[src/rtl/sflash_fe_pkg.sv]
package sflash_fe_pkg;

  localparam logic [7:0] CMD_WEN    = 8'h06;
  localparam logic [7:0] CMD_WDIS   = 8'h04;
  localparam logic [7:0] CMD_STAT1  = 8'h05;
  localparam logic [7:0] CMD_STAT2  = 8'h35;
  localparam logic [7:0] CMD_STWR   = 8'h01;
  localparam logic [7:0] CMD_PROG   = 8'h02;
  localparam logic [7:0] CMD_ERA4K  = 8'h20;
  localparam logic [7:0] CMD_ERA32K = 8'h52;
  localparam logic [7:0] CMD_ERA64K = 8'hD8;
  localparam logic [7:0] CMD_ALL_A  = 8'hC7;
  localparam logic [7:0] CMD_ALL_B  = 8'h60;
  localparam logic [7:0] CMD_SLEEP  = 8'hB9;
  localparam logic [7:0] CMD_JID    = 8'h9F;
  localparam logic [7:0] CMD_LEGID  = 8'hAB;
  localparam logic [7:0] CMD_MFID   = 8'h90;

  typedef enum logic [3:0] {
    MD_NONE, MD_STAT1, MD_STAT2, MD_JID, MD_LEGID, MD_MFID,
    MD_WEN, MD_WDIS, MD_STWR, MD_PROG, MD_ERA4K, MD_ERA32K,
    MD_ERA64K, MD_ERAALL, MD_SLEEP
  } mode_t;

  typedef enum logic [2:0] {
    RK_STWR   = 3'd0,
    RK_PROG   = 3'd1,
    RK_ERA4K  = 3'd2,
    RK_ERA32K = 3'd3,
    RK_ERA64K = 3'd4,
    RK_ERAALL = 3'd5,
    RK_SLEEP  = 3'd6
  } req_kind_t;

  function automatic mode_t cmd_decode(input logic [7:0] cmd, input logic busy);
    mode_t m;
    case (cmd)
      CMD_WEN:             m = MD_WEN;
      CMD_WDIS:            m = MD_WDIS;
      CMD_STAT1:           m = MD_STAT1;
      CMD_STAT2:           m = MD_STAT2;
      CMD_STWR:            m = MD_STWR;
      CMD_PROG:            m = MD_PROG;
      CMD_ERA4K:           m = MD_ERA4K;
      CMD_ERA32K:          m = MD_ERA32K;
      CMD_ERA64K:          m = MD_ERA64K;
      CMD_ALL_A, CMD_ALL_B: m = MD_ERAALL;
      CMD_SLEEP:           m = MD_SLEEP;
      CMD_JID:             m = MD_JID;
      CMD_LEGID:           m = MD_LEGID;
      CMD_MFID:            m = MD_MFID;
      default:             m = MD_NONE;
    endcase
    if (busy && m != MD_STAT1) m = MD_NONE;
    return m;
  endfunction

  function automatic logic is_read(input mode_t m);
    return (m == MD_STAT1) || (m == MD_STAT2) || (m == MD_JID) ||
           (m == MD_LEGID) || (m == MD_MFID);
  endfunction

endpackage

[src/rtl/sflash_pin_sync.sv]
module sflash_pin_sync #(
  parameter int           STAGES  = 2,
  parameter int           W       = 3,
  parameter logic [W-1:0] RST_VAL = '0
) (
  input  logic         clk,
  input  logic         rst_n,
  input  logic [W-1:0] din,
  output logic [W-1:0] dout
);

  for (genvar g = 0; g < W; g++) begin : g_bit
    logic [STAGES-1:0] chain;
    always_ff @(posedge clk or negedge rst_n) begin
      if (!rst_n) chain <= {STAGES{RST_VAL[g]}};
      else        chain <= {chain[STAGES-2:0], din[g]};
    end
    assign dout[g] = chain[STAGES-1];
  end

endmodule

[src/rtl/sflash_resp_sel.sv]
module sflash_resp_sel import sflash_fe_pkg::*; #(
  parameter int          BC_W       = 3,
  parameter int          ADDR_BYTES = 3,
  parameter logic [7:0]  MFR_ID     = 8'hEF,
  parameter logic [15:0] DEV_ID     = 16'h4015,
  parameter logic [7:0]  LEG_ID     = 8'h14
) (
  input  mode_t           mode,
  input  logic [BC_W-1:0] idx,
  input  logic [7:0]      stat1,
  input  logic [7:0]      stat2,
  output logic [7:0]      rbyte
);

  localparam logic [BC_W-1:0] AB = BC_W'(ADDR_BYTES);

  always_comb begin
    rbyte = '0;
    case (mode)
      MD_STAT1: rbyte = stat1;
      MD_STAT2: rbyte = stat2;
      MD_JID: begin
        if      (idx == BC_W'(0)) rbyte = MFR_ID;
        else if (idx == BC_W'(1)) rbyte = DEV_ID[15:8];
        else if (idx == BC_W'(2)) rbyte = DEV_ID[7:0];
      end
      MD_LEGID: if (idx >= AB) rbyte = LEG_ID;
      MD_MFID: begin
        if      (idx == AB) rbyte = MFR_ID;
        else if (idx > AB)  rbyte = LEG_ID;
      end
      default: rbyte = '0;
    endcase
  end

endmodule

[src/rtl/sflash_cmd_fe.sv]
module sflash_cmd_fe import sflash_fe_pkg::*; #(
  parameter int          ADDR_W      = 24,
  parameter int          SYNC_STAGES = 2,
  parameter logic [7:0]  MFR_ID      = 8'hEF,
  parameter logic [15:0] DEV_ID      = 16'h4015,
  parameter logic [7:0]  LEG_ID      = 8'h14
) (
  input  logic              clk,
  input  logic              rst_n,
  input  logic              cs_n,
  input  logic              sck,
  input  logic              si,
  output logic              so,
  output logic              so_oe,
  input  logic              bk_busy,
  input  logic [5:0]        bk_stat_hi,
  input  logic [7:0]        bk_stat2,
  output logic              req_vld,
  output logic [2:0]        req_kind,
  output logic [ADDR_W-1:0] req_addr,
  output logic [15:0]       req_sr,
  output logic              req_sr_two,
  output logic              pgm_vld,
  output logic [7:0]        pgm_byte
);

  localparam int ADDR_BYTES = ADDR_W / 8;
  localparam int BYTE_CAP   = ADDR_BYTES + 2;
  localparam int BC_W       = $clog2(BYTE_CAP + 1);
  localparam logic [BC_W-1:0] BC_CAP  = BC_W'(BYTE_CAP);
  localparam logic [BC_W-1:0] BC_ADDR = BC_W'(ADDR_BYTES);

  // reset: asserted asynchronously, released on a clock edge
  logic [1:0] rst_pipe;
  logic       rst_sn;
  always_ff @(posedge clk or negedge rst_n) begin
    if (!rst_n) rst_pipe <= 2'b00;
    else        rst_pipe <= {rst_pipe[0], 1'b1};
  end
  assign rst_sn = rst_pipe[1];

  // pin synchronizers: bit0 select, bit1 clock, bit2 data
  logic [2:0] pins_s;
  sflash_pin_sync #(.STAGES(SYNC_STAGES), .W(3), .RST_VAL(3'b001)) u_sync (
    .clk(clk), .rst_n(rst_sn), .din({si, sck, cs_n}), .dout(pins_s)
  );
  logic cs_s, sck_s, si_s;
  assign cs_s  = pins_s[0];
  assign sck_s = pins_s[1];
  assign si_s  = pins_s[2];

  // state
  logic              cs_p, sck_p, busy_p;
  logic [2:0]        bitc,  bitc_n;
  logic [BC_W-1:0]   bytec, bytec_n;
  logic [6:0]        sh,    sh_n;
  mode_t             mode,  mode_n;
  logic [ADDR_W-1:0] addr,  addr_n;
  logic [15:0]       srd,   srd_n;
  logic              wel,   wel_n;
  logic              so_q,  so_n, oe_q, oe_n;
  logic              rv_q,  rv_n, two_q, two_n;
  req_kind_t         rk_q,  rk_n;
  logic              pv_q,  pv_n;
  logic [7:0]        pb_q,  pb_n;

  // edge strobes
  logic sck_r, sck_f, cs_f, cs_r, byte_done, aligned;
  logic [7:0] in_byte, stat1, rbyte;
  mode_t      dec_mode;
  assign sck_r     = sck_s & ~sck_p & ~cs_s;
  assign sck_f     = ~sck_s & sck_p & ~cs_s;
  assign cs_f      = ~cs_s & cs_p;
  assign cs_r      = cs_s & ~cs_p;
  assign byte_done = sck_r & (bitc == 3'd7);
  assign aligned   = (bitc == 3'd0);
  assign in_byte   = {sh, si_s};
  assign stat1     = {bk_stat_hi, wel, bk_busy};
  assign dec_mode  = cmd_decode(in_byte, bk_busy);

  sflash_resp_sel #(
    .BC_W(BC_W), .ADDR_BYTES(ADDR_BYTES),
    .MFR_ID(MFR_ID), .DEV_ID(DEV_ID), .LEG_ID(LEG_ID)
  ) u_resp (
    .mode(mode), .idx(bytec - BC_W'(1)), .stat1(stat1), .stat2(bk_stat2), .rbyte(rbyte)
  );

  // next state
  always_comb begin
    bitc_n  = bitc;   bytec_n = bytec;  sh_n  = sh;    mode_n = mode;
    addr_n  = addr;   srd_n   = srd;    wel_n = wel;   so_n   = so_q;
    oe_n    = oe_q;   rv_n    = 1'b0;   rk_n  = rk_q;  two_n  = two_q;
    pv_n    = 1'b0;   pb_n    = pb_q;
    if (cs_f) begin
      bitc_n = '0; bytec_n = '0; mode_n = MD_NONE; oe_n = 1'b0; so_n = 1'b0;
    end else if (cs_r) begin
      oe_n = 1'b0; so_n = 1'b0; mode_n = MD_NONE;
      if (aligned) begin
        case (mode)
          MD_WEN:  wel_n = 1'b1;
          MD_WDIS: wel_n = 1'b0;
          MD_STWR: if (wel && bytec >= BC_W'(2)) begin
            rv_n = 1'b1; rk_n = RK_STWR; two_n = (bytec >= BC_W'(3));
          end
          MD_PROG:   if (wel && bytec >= BC_ADDR + BC_W'(2)) begin rv_n = 1'b1; rk_n = RK_PROG;   end
          MD_ERA4K:  if (wel && bytec >= BC_ADDR + BC_W'(1)) begin rv_n = 1'b1; rk_n = RK_ERA4K;  end
          MD_ERA32K: if (wel && bytec >= BC_ADDR + BC_W'(1)) begin rv_n = 1'b1; rk_n = RK_ERA32K; end
          MD_ERA64K: if (wel && bytec >= BC_ADDR + BC_W'(1)) begin rv_n = 1'b1; rk_n = RK_ERA64K; end
          MD_ERAALL: if (wel) begin rv_n = 1'b1; rk_n = RK_ERAALL; end
          MD_SLEEP:  begin rv_n = 1'b1; rk_n = RK_SLEEP; end
          default: ;
        endcase
      end
    end else begin
      if (sck_r) begin
        sh_n   = in_byte[6:0];
        bitc_n = bitc + 3'd1;
      end
      if (byte_done) begin
        bytec_n = (bytec == BC_CAP) ? bytec : bytec + BC_W'(1);
        if (bytec == '0) begin
          mode_n = dec_mode;
          oe_n   = is_read(dec_mode);
        end else begin
          if (bytec <= BC_ADDR && (mode == MD_PROG || mode == MD_ERA4K ||
              mode == MD_ERA32K || mode == MD_ERA64K))
            addr_n = {addr[ADDR_W-9:0], in_byte};
          if (mode == MD_PROG && bytec > BC_ADDR && wel) begin
            pv_n = 1'b1; pb_n = in_byte;
          end
          if (mode == MD_STWR && bytec == BC_W'(1)) srd_n[7:0]  = in_byte;
          if (mode == MD_STWR && bytec == BC_W'(2)) srd_n[15:8] = in_byte;
        end
      end
      if (sck_f && oe_q) so_n = rbyte[~bitc];
    end
    if (busy_p && !bk_busy) wel_n = 1'b0;
  end

  // registers
  always_ff @(posedge clk or negedge rst_sn) begin
    if (!rst_sn) begin
      cs_p <= 1'b1;  sck_p <= 1'b0;  busy_p <= 1'b0;
      bitc <= '0;    bytec <= '0;    sh     <= '0;   mode <= MD_NONE;
      addr <= '0;    srd   <= '0;    wel    <= 1'b0;
      so_q <= 1'b0;  oe_q  <= 1'b0;  rv_q   <= 1'b0; rk_q <= RK_STWR;
      two_q <= 1'b0; pv_q  <= 1'b0;  pb_q   <= '0;
    end else begin
      cs_p <= cs_s;  sck_p <= sck_s; busy_p <= bk_busy;
      bitc <= bitc_n; bytec <= bytec_n; sh <= sh_n; mode <= mode_n;
      addr <= addr_n; srd <= srd_n; wel <= wel_n;
      so_q <= so_n;  oe_q <= oe_n;  rv_q <= rv_n;  rk_q <= rk_n;
      two_q <= two_n; pv_q <= pv_n; pb_q <= pb_n;
    end
  end

  assign so         = so_q;
  assign so_oe      = oe_q;
  assign req_vld    = rv_q;
  assign req_kind   = rk_q;
  assign req_addr   = addr;
  assign req_sr     = srd;
  assign req_sr_two = two_q;
  assign pgm_vld    = pv_q;
  assign pgm_byte   = pb_q;


  req_on_release_chk: assert property (@(posedge clk) disable iff (!rst_sn)
    req_vld |-> $past(cs_r));

  req_needs_wel_chk: assert property (@(posedge clk) disable iff (!rst_sn)
    (req_vld && rk_q != RK_SLEEP) |-> $past(wel));

  req_not_busy_chk: assert property (@(posedge clk) disable iff (!rst_sn)
    req_vld |-> !$past(bk_busy));

  wel_clear_chk: assert property (@(posedge clk) disable iff (!rst_sn)
    (busy_p && !bk_busy) |=> !wel);

  oe_deselect_chk: assert property (@(posedge clk) disable iff (!rst_sn)
    ($past(cs_s) && cs_s) |-> (!so_oe && !so));

  pgm_wel_chk: assert property (@(posedge clk) disable iff (!rst_sn)
    pgm_vld |-> ($past(wel) && !$past(cs_s)));

endmodule

[config.mk]
export PLATFORM = sky130hd
export DESIGN_NAME = sflash_cmd_fe
export DESIGN_NICKNAME = d
export VERILOG_FILES = /design/src/rtl/sflash_fe_pkg.sv /design/src/rtl/sflash_pin_sync.sv /design/src/rtl/sflash_resp_sel.sv /design/src/rtl/sflash_cmd_fe.sv
export SDC_FILE = /design/constraint.sdc
export NUM_CORES = 1
export LEC_CHECK = 0
export CORE_MARGIN = 3
export CORE_UTILIZATION = 45
export CTS_BUF_LIST = sky130_fd_sc_hd__clkbuf_4
export CTS_CLUSTER_DIAMETER = 50
export DETAILED_ROUTE_END_ITERATION = 10
export PLACE_DENSITY = 0.71
export SLEW_MARGIN = 20
export SYNTH_ARGS = -nofsm -noshare
export SYNTH_HDL_FRONTEND = slang
export SYNTH_SLANG_ARGS = --single-unit
[constraint.sdc]
create_clock -name clk -period 3.27 [get_ports clk]
set_input_delay 0.654 -clock clk [delete_from_list [all_inputs] [get_ports clk]]
set_output_delay 0.654 -clock clk [all_outputs]
set_load 0.03 [all_outputs]
==> flow_summary_export.csv, run 1 <==
group,metric,value,unit
run_status,status,"finished, final reports clean",
floorplan,dieHeight,103,um
timing,worst_pin_slew,691,ps
grt,grt_max_degree,84,
layout,final_cells,571,
logic_synthesis,ys_seq_area_share,50.0,%
critical_path,required,3580,ps
critical_path,crit_chain,"inv_1, ha_1, nor2_1, nand3_1, nor2_1, and4bb_1, buf_4, mux2_2",
logic_synthesis,yosysUniqueCellTypes,64,
clocking,ctsLongestPathBuffers,2,
logic_synthesis,yosysTopAreaCellShare,48.2,%
critical_path,critPathCaptureType,"flop",
logic_synthesis,syn_area_per_cell,11.3,um^2
power_and_ir_drop,peakVddDrop,0.262,mV
timing,relSlewSlack,53.9,%
logic_synthesis,synth-seq-cells,85,
clocking,clock_latency,420,ps
logic_synthesis,async_flop_share,100,%
floorplan,rows,34,
layout,nets,473,
grt,grt_pass1_vias,3182,
clocking,path_clk_slew,130,ps
power_and_ir_drop,intPower,1.55,mW
logic_synthesis,synth-edff-count,0,
power_and_ir_drop,sequentialPowerShare,55.4,%
critical_path,path_delay_family,"simple AND/OR/NAND/NOR gates",
place,dp.final_hpwl,6.61,mm
critical_path,worst_setup_path_start_kind,"flop",
power_and_ir_drop,combPwrFrac,18.8,%
place,port_buffers,75,
detailed_routing,drt-vias-per-instance,5.56,
layout,regArea,0.00213,mm^2
power_and_ir_drop,clockPowerShare,25.9,%
clocking,cts_buffers,9,
layout,multi_input_area,0.00194,mm^2
grt,grt_pass1_wl,15.9,mm
logic_synthesis,synth_cells,378,
place,gp_congestion,0.908,
grt,met1_usage,25.0,%
grt,busiest_layer,"met2",
timing,fmax,394,MHz
hold_path,holdCritPathClass,"reg -> async",
clocking,cts_num_sinks,85,
grt,grt.total_usage,19.1,%
timing,timing.setup.tns,0,ps
grt,grt_antenna_before_repair,0,
grt,grt-ovfl-total,0,
logic_synthesis,yosysWarnings,0,
detailed_routing,drt_pre_antenna_iters,5,
floorplan,ioPinCount,76,
timing,slew_viol_final,0,
clocking,h-tree-depth,3,
timing,rsz0062_at_grt,"false",
critical_path,cp_slowest_stage_delay,630,ps
layout,fill_cells,754,
clocking,cts_tree,"built",
floorplan,dieArea,0.0107,mm^2
clocking,cts_resized,0,
detailed_routing,post_drt_wl_per_cell,16.8,um
critical_path,worst-setup-path-type,"reg -> reg",
critical_path,critPathBufInv,2,
logic_synthesis,synthFlopType,"dfrtp_1",
detailed_routing,wl,9.62,mm
clocking,root_buffer,"clkbuf_4",
floorplan,core,0.00898,mm^2
run,maxCapViolCount,0,
critical_path,crit_fanout,24,
place,dp.cells,554,
grt,met3_usage,5.50,%
floorplan,die_x,103,um
power_and_ir_drop,p_sw,0.746,mW
layout,area_growth,22.6,%
timing,fin_ws,733,ps
logic_synthesis,synthTopCellsByArea,"dfrtp_1 (48%), mux2_2 (13%), ha_1 (3.8%)",
logic_synthesis,netlist_area,0.00426,mm^2
detailed_routing,drt.antenna.violating_nets,0,
power_and_ir_drop,p_per_area,440,mW/mm^2
power_and_ir_drop,netSwitchingFraction,32.4,%
clocking,cts_hold_buf,0,
critical_path,critPathArrivalTime,2850,ps
place,pre_cts_ws,758,ps
grt,grtUsageMet2,30.7,%
timing,clock-skew-final,14.3,ps
critical_path,cpMostUsedCell,"nor2_1",
critical_path,crit_slowest_cell,"dfstp_2",
detailed_routing,dr.first_iter.drc_count,143,
logic_synthesis,syn-num-nets,411,
floorplan,initial_core_util,47.5,%
detailed_routing,drc_errors,0,
layout,diodes,0,
timing,fin_crit,2540,ps
detailed_routing,routed-via-count,3174,
clocking,post_cts_buffers,0,
timing,finalSetupViolations,0,
timing,finalCritPeriodShare,77.6,%
timing,hold_violations,0,
logic_synthesis,synth_top_area_cell,"dfrtp_1",
power_and_ir_drop,leakagePower,2.36,nW
layout,drive_gt1_share,18.4,%
==> worst paths after layout <==
check / startpoint / end / slack [ps] / cells after the start
worst min-delay path: rst_pipe[1] / req_addr[22] / 280 / 0
worst max-delay path: u_sync.g_bit[0].chain[1] / req_addr[7] / 730 / 8
worst min register to register: rst_pipe[1] / req_addr[22] / 280 / 0
max in group asynchronous: rst_pipe[1] / cs_p / 2340 / 1
min in group clk: u_sync.g_bit[1].chain[0] / u_sync.g_bit[1].chain[1] / 360 / 0
worst max register to register: u_sync.g_bit[0].chain[1] / req_addr[7] / 730 / 8
==> stage by stage <==
stage,hold slack [ps],instance area (um^2),power (mW),utilization (%)
floorplan,331,4260,1.59,-
global placement,336,5050,1.70,56.3
detailed placement,337,5050,1.72,56.3
CTS,334,5200,2.32,57.9
global route,320,5230,2.44,58.2
finish,279,5230,2.30,58.2
==> worst register-to-register path: cells and delay by family, from the launching register on <==
family | cells | cell delay, ps
mux | 1 | 390
flops | 1 | 630
fa+ha+maj | 1 | 310
simple gates | 4 | 740
buf+inv | 2 | 370
==> state kept, by name, summed over array words and instances, names as in the netlist <==
name and cells:
bitc 3, busy_p 1, bytec 3, cs_p 1, mode 4, pgm_byte 8, pgm_vld 1, req_addr 24
req_kind 3, req_sr 16, req_sr_two 1, req_vld 1, rst_pipe 2, sck_p 1, sh 7, so 1
so_oe 1, u_sync.g_bit.chain 6, wel 1
==> placed cells by master (no fill, tap or decap), drive strengths merged, types with 5 or more instances in the layout <==
master,instances
a21oi,10
and3,5
clkbuf,9
clkdlybuf4s50,75
dfrtp,82
ha,13
inv,16
mux2,54
nand2,27
nor2,18
nor2b,9
nor3,7
nor4,6
o21ai,20
o31ai,6
==> Yosys cell counts (6+ instances only) <==
cell and count:
a21oi_1 10, nor2b_1 9, buf_2 10, nor4_1 6
ha_1 13, nand2_1 27, clkbuf_1 11, dfrtp_1 82
inv_1 15, mux2_2 50, o21ai_0 19, nor2_1 18
nor3_1 6
==> kinds of logic after synthesis <==
family	after synthesis	synth area share, %
and+or+nand+nor	102	13.4
DFF	85	50.0
AOI/OAI and AO/OA	77	13.0
muxes	55	14.5
buffers and inverters	42	4.43
adders and majority gates	13	3.82
xor gates and xnor gates	3	0.793
other	1	0.0880
==> layout make-up <==
type | count | share of cell area (%)
sequential | 85 | 40.9
multi-input combinational | 251 | 37.1
timing repair buffer | 78 | 15.2
tap | 126 | 3.02
clock inverter | 7 | 1.44
clock buffer | 9 | 1.29
inverter | 15 | 1.08
==> power by group through the flow <==
stage	sequential, mW	clock, mW	combinational (mW)
floorplan	1.19	0	0.404
global placement	1.30	0	0.403
detailed placement	1.30	0	0.411
CTS	1.28	0.619	0.416
global route	1.29	0.663	0.484
finish	1.27	0.594	0.431
==> layer usage <==
layer / share of wire (%) / vias up
li1: - / 1497
met1: 45 / 1571
met2: 48 / 95
met3: 5.8 / 11
met4: 1.2 / 0
met5: 0 / -
Note: power is estimated with default switching activity, not from simulation.
==> run 2: changes to the inputs <==
PLACE_DENSITY = 0.74   (was 0.71)
clock period = 2.1 ns   (was 3.27 ns; I/O delays follow)
==> flow_summary_export.csv, run 2 (synthesized netlist as in run 1, its figures left out) <==
group,metric,value,unit
detailed_routing,drt_pre_antenna_iters,4,
grt,grt_pass1_vias,3186,
layout,regArea,0.00214,mm^2
floorplan,rows,34,
floorplan,ioPinCount,76,
clocking,cts_buffers,9,
grt,grt_antenna_before_repair,0,
layout,stdcell_area,0.00587,mm^2
floorplan,core,0.00898,mm^2
clocking,cts_hold_buf,0,
floorplan,initial_core_util,47.5,%
critical_path,crit_slowest_cell,"dfrtp_2",
clocking,cts_num_sinks,85,
power_and_ir_drop,sequentialPowerShare,48.6,%
critical_path,required,2440,ps
clocking,path_clk_slew,150,ps
timing,finalSetupViolations,7,
layout,final_common_cell,"dfrtp_1",
clocking,ctsLongestPathBuffers,2,
timing,fmax,471,MHz
timing,fin_ws,-23.9,ps
power_and_ir_drop,p_sw,1.29,mW
critical_path,critPathCaptureType,"flop",
grt,grt-ovfl-total,0,
detailed_routing,drt-vias-per-instance,5.55,
power_and_ir_drop,intPower,2.57,mW
hold_path,holdCritPathClass,"in -> async",
detailed_routing,wl,10.6,mm
grt,grt_max_degree,84,
power_and_ir_drop,finalPower,3.86,mW
layout,final_cell_mix,"dfrtp_1 (76), clkdlybuf4s50_1 (75), buf_4 (37)",
place,port_buffers,75,
timing,hold_violations,0,
power_and_ir_drop,p_per_area,658,mW/mm^2
power_and_ir_drop,leakagePower,2.63,nW
timing,fin_crit,2120,ps
critical_path,cp_slowest_stage_delay,470,ps
critical_path,crit_chain,"inv_4, ha_2, o31a_1, o211ai_1, o21ai_1, a21oi_2, nand4b_1, mux2_4",
power_and_ir_drop,clockPowerShare,26.0,%
critical_path,worst-setup-path-type,"reg -> reg",
layout,fill_cells,673,
critical_path,critPathArrivalTime,2470,ps
place,dp.cells,587,
layout,largest_reg_flops,24,
layout,diodes,0,
place,dp.final_hpwl,7.07,mm
clocking,cts_tree,"built",
power_and_ir_drop,peakVddDrop,0.407,mV
floorplan,dieHeight,103,um
floorplan,die_x,103,um
timing,whs,107,ps
power_and_ir_drop,combPwrFrac,25.4,%
critical_path,worst_setup_path_start_kind,"flop",
grt,grt_pass1_wl,16.1,mm
power_and_ir_drop,netSwitchingFraction,33.4,%
run_status,status,"complete, but fails checks",
critical_path,ff2ff_path_depth,8,
detailed_routing,routed-via-count,3403,
timing,slew_viol_final,0,
layout,final_cells,613,
run_status,violations,"negative setup slack",
place,gp_congestion,0.833,
detailed_routing,drt.antenna.violating_nets,0,
timing,clock-skew-final,23.2,ps
grt,grt.total_usage,19.4,%
timing,finalCritPeriodShare,101,%
clocking,h-tree-depth,3,
layout,area_growth,37.8,%
detailed_routing,dr.first_iter.drc_count,151,
clocking,root_buffer,"clkbuf_4",
layout,multi_input_area,0.00216,mm^2
critical_path,crit_fanout,4,
layout,drive_gt1_share,31.2,%
run,maxCapViolCount,0,
floorplan,dieArea,0.0107,mm^2
clocking,clock_latency,450,ps
detailed_routing,drc_errors,0,
place,place_area,0.00537,mm^2
detailed_routing,post_drt_wl_per_cell,17.3,um
layout,nets,515,
timing,rsz0062_at_grt,"true",
run 2: cell types whose count changed in the layout (fill, tap and decap cells not counted), sizes merged:
cell / previous run / this run
buf: 3 / 43
clkbuf: 9 / 11
clkinv: 4 / 2
inv: 16 / 18
run 2: worst paths after layout:
path,from,endpoint,slack [ps]
max,bytec[1],req_kind[1],-20
min,rst_n,rst_pipe[1],110
max reg2reg,bytec[1],req_kind[1],-20
min reg2reg,rst_pipe[1],req_sr[4],360
max in group asynchronous,rst_pipe[1],u_sync.g_bit[0].chain[0],1350
min in group clk,u_sync.g_bit[0].chain[0],u_sync.g_bit[0].chain[1],370
run 2: stage by stage:
stage / setup slack [ps] / TNS (ps) / util [%]
floorplan: 1.47 / 0 / -
global placement: 9.77 / 0 / 59.9
detailed placement: -78.1 / -434 / 59.9
CTS: -5.64 / -5.64 / 62.2
global route: -93.8 / -962 / 65.4
finish: -23.9 / -73.4 / 65.4
run 2: worst max-delay path: cells and delay by family (launching register included):
kind,cells,cell delay (ps)
compound gates,4,720
simple gates,1,250
fa+ha+maj,1,180
mux,1,330
buf+inv,1,70
flops,1,470
run 2: power groups by stage:
stage / logic [mW] / clock network [mW] / registers, mW
2_1_floorplan: 0.630 / 0 / 1.85
3_3_place_gp: 0.897 / 0 / 1.89
3_5_place_dp: 0.917 / 0 / 1.90
5_1_grt: 1.06 / 1.09 / 1.90
6_report: 0.981 / 1.01 / 1.88
4_1_cts: 0.932 / 1.03 / 1.87
run 2: area by class of cell:
type / instances / share of cell area, %
Clock buffer: 9 / 1.15
Clock inverter: 7 / 1.36
Timing Repair Buffer: 120 / 20.6
Sequential cell: 85 / 36.5
Inverter: 15 / 1.04
Multi-Input combinational cell: 251 / 36.7
Tap cell: 126 / 2.69
run 2: layer usage:
layer / part of all wire (%) / global-route usage (%) / up-vias
met1: 46 / 28.0 / 1704
li1: - / - / 1572
met4: 1.7 / 7.77 / 0
met2: 47 / 29.1 / 111
met5: 0 / 0 / -
met3: 5.1 / 3.55 / 16
run 2: timing repair:
item                                    in CTS  in global routing
cloned                                       1                  2
resized for setup                           12                 49
buffers inserted                             1                  6
endpoints found under the setup margin      25                 38
pin swaps                                    5                  8
